## config.mk

```make
export PLATFORM = sky130hd
export DESIGN_NAME = skp_guard
export DESIGN_NICKNAME = d
export VERILOG_FILES = /design/src/rtl/skp_pkg.sv /design/src/rtl/skp_key_store.sv /design/src/rtl/skp_key_match.sv /design/src/rtl/skp_irq_gen.sv /design/src/rtl/skp_guard.sv
export SDC_FILE = /design/constraint.sdc
export NUM_CORES = 1
export LEC_CHECK = 0
export ABC_AREA = 1
export BUFFER_PORTS_ARGS = -buffer_cell sky130_fd_sc_hd__buf_2
export CAP_MARGIN = 30
export CORE_MARGIN = 8
export CORE_UTILIZATION = 30
export DETAILED_ROUTE_END_ITERATION = 16
export HOLD_SLACK_MARGIN = 0.05
export PLACE_DENSITY = 0.54
export SYNTH_ARGS = -nofsm -noshare
export SYNTH_HDL_FRONTEND = slang
export SYNTH_HIERARCHICAL = 1
export SYNTH_SLANG_ARGS = --single-unit
```

## constraint.sdc

```tcl
create_clock -name clk -period 4.5 [get_ports clk]
set_clock_uncertainty 0.2 [all_clocks]
set_input_delay 0 -clock clk [delete_from_list [all_inputs] [get_ports clk]]
set_output_delay 0 -clock clk [all_outputs]
set_load 0.01 [all_outputs]
```

## src/rtl/skp_pkg.sv

```systemverilog
package skp_pkg;
  localparam int KEY_W = 4;

  typedef enum logic [1:0] {
    CAUSE_NONE = 2'b00,
    CAUSE_PROT = 2'b01,
    CAUSE_PRIV = 2'b10
  } skp_cause_e;
endpackage

```

## src/rtl/skp_key_store.sv

```systemverilog
module skp_key_store #(
  parameter int NBLK  = 256,
  parameter int KEY_W = 4,
  localparam int IDX_W = $clog2(NBLK)
) (
  input  logic             clk,
  input  logic             rst_n,
  input  logic [IDX_W-1:0] rd_idx,
  output logic [KEY_W-1:0] rd_key,
  input  logic             wr_en,
  input  logic [IDX_W-1:0] wr_idx,
  input  logic [KEY_W-1:0] wr_key
);
  logic [KEY_W-1:0]      key_q [NBLK];
  logic [NBLK*KEY_W-1:0] key_flat;

  for (genvar g = 0; g < NBLK; g++) begin : g_blk
    always_ff @(posedge clk or negedge rst_n) begin
      if (!rst_n) key_q[g] <= '0;
      else if (wr_en && wr_idx == IDX_W'(g)) key_q[g] <= wr_key;
    end
    assign key_flat[g*KEY_W +: KEY_W] = key_q[g];
  end

  assign rd_key = key_q[rd_idx];

  // keys only move on an enabled write
  a_r7_keys_hold: assert property (@(posedge clk) disable iff (!rst_n)
    !$past(wr_en) |-> $stable(key_flat));
  // an enabled write lands in the addressed block
  a_r5_write_lands: assert property (@(posedge clk) disable iff (!rst_n)
    $past(wr_en) |-> key_q[$past(wr_idx)] == $past(wr_key));
endmodule

```

## src/rtl/skp_key_match.sv

```systemverilog
module skp_key_match #(
  parameter int KEY_W    = 4,
  parameter bit ZERO_ALL = 1'b1
) (
  input  logic [KEY_W-1:0] blk_key,
  input  logic [KEY_W-1:0] psw_key,
  output logic             hit
);
  logic same;
  assign same = (blk_key == psw_key);

  if (ZERO_ALL) begin : g_master
    assign hit = same || (psw_key == '0);
  end else begin : g_strict
    assign hit = same;
  end
endmodule

```

## src/rtl/skp_irq_gen.sv

```systemverilog
module skp_irq_gen
  import skp_pkg::*;
(
  input  logic       clk,
  input  logic       rst_n,
  input  logic       raise_prot,
  input  logic       raise_priv,
  output logic       irq_valid,
  output logic [1:0] irq_cause
);
  skp_cause_e cause_d, cause_q;

  always_comb begin
    cause_d = CAUSE_NONE;
    if (raise_priv)      cause_d = CAUSE_PRIV;
    else if (raise_prot) cause_d = CAUSE_PROT;
  end

  always_ff @(posedge clk or negedge rst_n) begin
    if (!rst_n) cause_q <= CAUSE_NONE;
    else        cause_q <= cause_d;
  end

  assign irq_valid = (cause_q != CAUSE_NONE);
  assign irq_cause = cause_q;

  a_r9_cause_idle: assert property (@(posedge clk) disable iff (!rst_n)
    !irq_valid |-> irq_cause == 2'b00);
  a_r9_cause_onehot: assert property (@(posedge clk) disable iff (!rst_n)
    irq_valid |-> $onehot0(irq_cause) && irq_cause != 2'b00);
endmodule

```

## src/rtl/skp_guard.sv

```systemverilog
module skp_guard
  import skp_pkg::*;
#(
  parameter int ADDR_W   = 19,
  parameter int DATA_W   = 32,
  parameter int BLK_LOG2 = 11,
  localparam int IDX_W   = ADDR_W - BLK_LOG2,
  localparam int NBLK    = 1 << IDX_W
) (
  input  logic              clk,
  input  logic              rst_n,
  input  logic [3:0]        psw_key,
  input  logic              psw_problem,
  input  logic              req_valid,
  output logic              req_ready,
  input  logic [1:0]        req_op,
  input  logic [ADDR_W-1:0] req_addr,
  input  logic [DATA_W-1:0] req_wdata,
  input  logic [3:0]        req_newkey,
  output logic              mem_valid,
  input  logic              mem_ready,
  output logic              mem_we,
  output logic [ADDR_W-1:0] mem_addr,
  output logic [DATA_W-1:0] mem_wdata,
  output logic              irq_valid,
  output logic [1:0]        irq_cause
);
  logic [IDX_W-1:0] blk_idx;
  logic [KEY_W-1:0] blk_key;
  logic             key_hit, is_setkey, is_access, access_ok;
  logic             key_we, raise_prot, raise_priv;

  assign blk_idx   = req_addr[ADDR_W-1:BLK_LOG2];
  assign is_setkey = req_op[1];
  assign is_access = !req_op[1];

  skp_key_store #(.NBLK(NBLK), .KEY_W(KEY_W)) u_store (
    .clk(clk), .rst_n(rst_n),
    .rd_idx(blk_idx), .rd_key(blk_key),
    .wr_en(key_we), .wr_idx(blk_idx), .wr_key(req_newkey)
  );

  skp_key_match #(.KEY_W(KEY_W), .ZERO_ALL(1'b1)) u_match (
    .blk_key(blk_key), .psw_key(psw_key), .hit(key_hit)
  );

  assign access_ok  = is_access && key_hit;
  assign mem_valid  = req_valid && access_ok;
  assign req_ready  = access_ok ? mem_ready : 1'b1;
  assign mem_we     = req_op[0];
  assign mem_addr   = req_addr;
  assign mem_wdata  = req_wdata;

  assign key_we     = req_valid && is_setkey && !psw_problem;
  assign raise_prot = req_valid && is_access && !key_hit;
  assign raise_priv = req_valid && is_setkey && psw_problem;

  skp_irq_gen u_irq (
    .clk(clk), .rst_n(rst_n),
    .raise_prot(raise_prot), .raise_priv(raise_priv),
    .irq_valid(irq_valid), .irq_cause(irq_cause)
  );

  // a refused request never reached memory
  a_r4_refused_not_sent: assert property (@(posedge clk) disable iff (!rst_n)
    irq_valid |-> !$past(mem_valid));
  // only keys the status word may use pass through
  a_r3_grant_key_ok: assert property (@(posedge clk) disable iff (!rst_n)
    mem_valid |-> (psw_key == 4'd0 || blk_key == psw_key));
  // ready mirrors memory on a grant
  a_r8_ready_follows: assert property (@(posedge clk) disable iff (!rst_n)
    mem_valid |-> req_ready == mem_ready);
endmodule

```

==> flow_summary.yaml <==
worst_setup_path:
  path_class: "primary input to primary output"
  rr_startpoint: "u_store/key_flat[190]"
  r2r_end: "u_irq/irq_cause[0]"
  worst_ep_arrival_time_ps: 3570
  worst-r2r-cell-count: 20
  crit_path_max_fanout: 32
  cp_data_required_time_ps: 4300
  startpoint: "req_addr[14]"
  endpoint_kind: "primary output"
  cp-start-kind: "primary input"
  rrSetupSlack_ps: 1250
floorplanning:
  io_pins: 123
  core_um2: 156200
  initial_utilization: 0.3024
  die_w_um: 412.8
  die_height_um: 412.8
  rows: 145
  dieArea_um2: 170400
finish:
  stdcell_count: 8007
  final_common_cell: "nand2_1"
  fill_cells: 16360
  drive_gt1_frac: 0.05868
  syn_to_final_growth_pct: 13.53
  final_nets: 5926
  final_cell_mix: "2315 x nand2_1, 1026 x dfrtp_1, 984 x nand3_1"
clock_network:
  cts.clk_slew.worst_paths_ps: 60
  cts_sinks: 1026
  post_cts_buffers: 0
  cts_tree: "built"
  ctsHoldBuffers: 65
  clockBufferDepth: 3
  cts_resized: 0
  htreeDepth: 3
  cts_root_buf: "clkbuf_16"
  clk_latency_ps: 730
  cts_buffers: 110
routing:
  drc: 0
  wl_per_cell_um: 19.20
  ant_nets: 0
  wl_um: 153800
  drtIter0Drc: 4507
  drt-pass1-iter-count: 6
  via_count: 40840
  viasPerCell: 5.100
worst_hold_path:
  worstHoldStart: "req_newkey[2]"
  hold_depth: 4
  holdCritPathClass: "primary input to flop"
  worstHoldEndpoint: "u_store/key_flat[34]"
power:
  peakVddDrop_v: 0.0002843
  power.density_nw_per_um2: 376.8
  leakage_nw: 23.19
  power_mw: 20.20
placement:
  placed_cells: 7740
  numPortBuffers: 34
  place_worst_setup_slack_ps: 1005
  hpwl_um: 90020
  gp_congestion: 0.8486
synthesis:
  yosysWarnings: 6
  seq_area_frac_synth: 0.5436
  synth_cell_types: 18
  synth_nets: 6034
  avgSynthCellArea_um2: 7.914
  netlist_instances: 5968
  synth-seq-cells: 1026
  syn_area_um2: 47230
global_routing:
  antenna_found_initial: 4
  grt_pass1_vias: 39340
  overflow: 0
  grt_pass1_wl_um: 239100
  grt_max_degree: 139
  grt_use_total: 0.1766
timing:
  hold_violations: 0
  layout_setup_ws_ps: 726.9
  finalSetupTns_ps: 0
  finalCritPeriodShare: 0.8385
  hold_slack_ps: 80.66
  grt_setup_unrepaired: "no"
  setup_viol: 0
  maxSlewViolCount: 0
  worstMarginPinSlew_ps: 997.6
  relSlewSlack: 0.3342
  max_freq_mhz: 265.0
  period_minus_slack_ps: 3773
job:
  maxCapViolations: 0
run_status:
  outcome: "finished clean"
sequential cells by signal, indices dropped and copies added (netlist names):
name and flops:
u_store/key_flat 1024, u_irq/irq_cause 2
metal layers:
metal  vias to the layer above  share of wire  global-route usage  wire [µm]
met1                     19910           0.47              0.2557      72990
met3                       232          0.064             0.03212       9841
met5                         -              0                   0          0
met2                      1223           0.44              0.2723      67070
li1                      19480              -                   -          -
met4                         0          0.025             0.04538       3874
cells in the mapped netlist:
cell,instances,share of area
clkbuf_1,204,0.016
nand4_1,1,0.00013
nor2_1,129,0.010
nor3_2,15,0.0032
buf_2,131,0.014
nand3_1,984,0.10
o21ai_0,946,0.10
nand2_2,1,0.00013
o21ai_1,10,0.0011
dfrtp_1,1026,0.54
buf_1,22,0.0017
inv_1,40,0.0032
buf_4,60,0.0095
a21oi_1,68,0.0072
nand2_1,2315,0.18
inv_2,13,0.0010
nor2_2,2,0.00026
nor3_1,1,0.00011
logic make-up after synthesis:
group,Yosys count,synth area share
simple gates,3448,0.3023
flops,1026,0.5436
compound gates,1024,0.1085
buf+inv,470,0.04559
area by class of cell:
class	instances	area, µm²	share of cell area
flip-flops and latches	1026	25670	0.4788
multi-input cells	4472	19480	0.3633
clock buffers	163	3284	0.06125
well taps	2058	2575	0.04802
repair buffers	197	1996	0.03722
clock inverters	37	360.3	0.006720
inverters	53	246.5	0.004597
diodes	1	2.502	0.00004667
power breakdown:
group,switching (mW),internal (mW),total (mW)
clock network,3.82,5.36,9.18
logic,1.18,0.386,1.57
registers,0.0809,9.37,9.45
worst max-delay path, stage by stage:
cell	delay, ps
dlygate4sd3_1	540
buf_4	260
inv_2	300
buf_4	550
nand3_1	210
nand3_1	160
nand2_1	90
nand2_1	110
nand3_1	160
nand3_1	170
nand2_1	80
nand2_1	60
nand2_1	60
nor2_2	80
nand2_1	50
nand2_1	210
inv_1	100
nor2_1	110
nand2_1	60
buf_2	140
worst max-delay path by stage:
stage | end | slack, ps | depth (start not counted)
CTS | req_ready | 770 | 20
detailed placement | req_ready | 1000 | 23
floorplan | u_irq/irq_cause[0] | 2500 | 22
global route | req_ready | 580 | 20
finish | req_ready | 730 | 20
global placement | req_ready | 1030 | 23
per-stage QoR:
stage	utilization	instance area, µm²
after detailed placement	0.3155	49280
after CTS	0.3431	53590
after global routing	0.3433	53620
final	0.3433	53620
after floorplan	-	47230
after global placement	0.3155	49280
No activity file was read; power rests on OpenSTA's default activity.
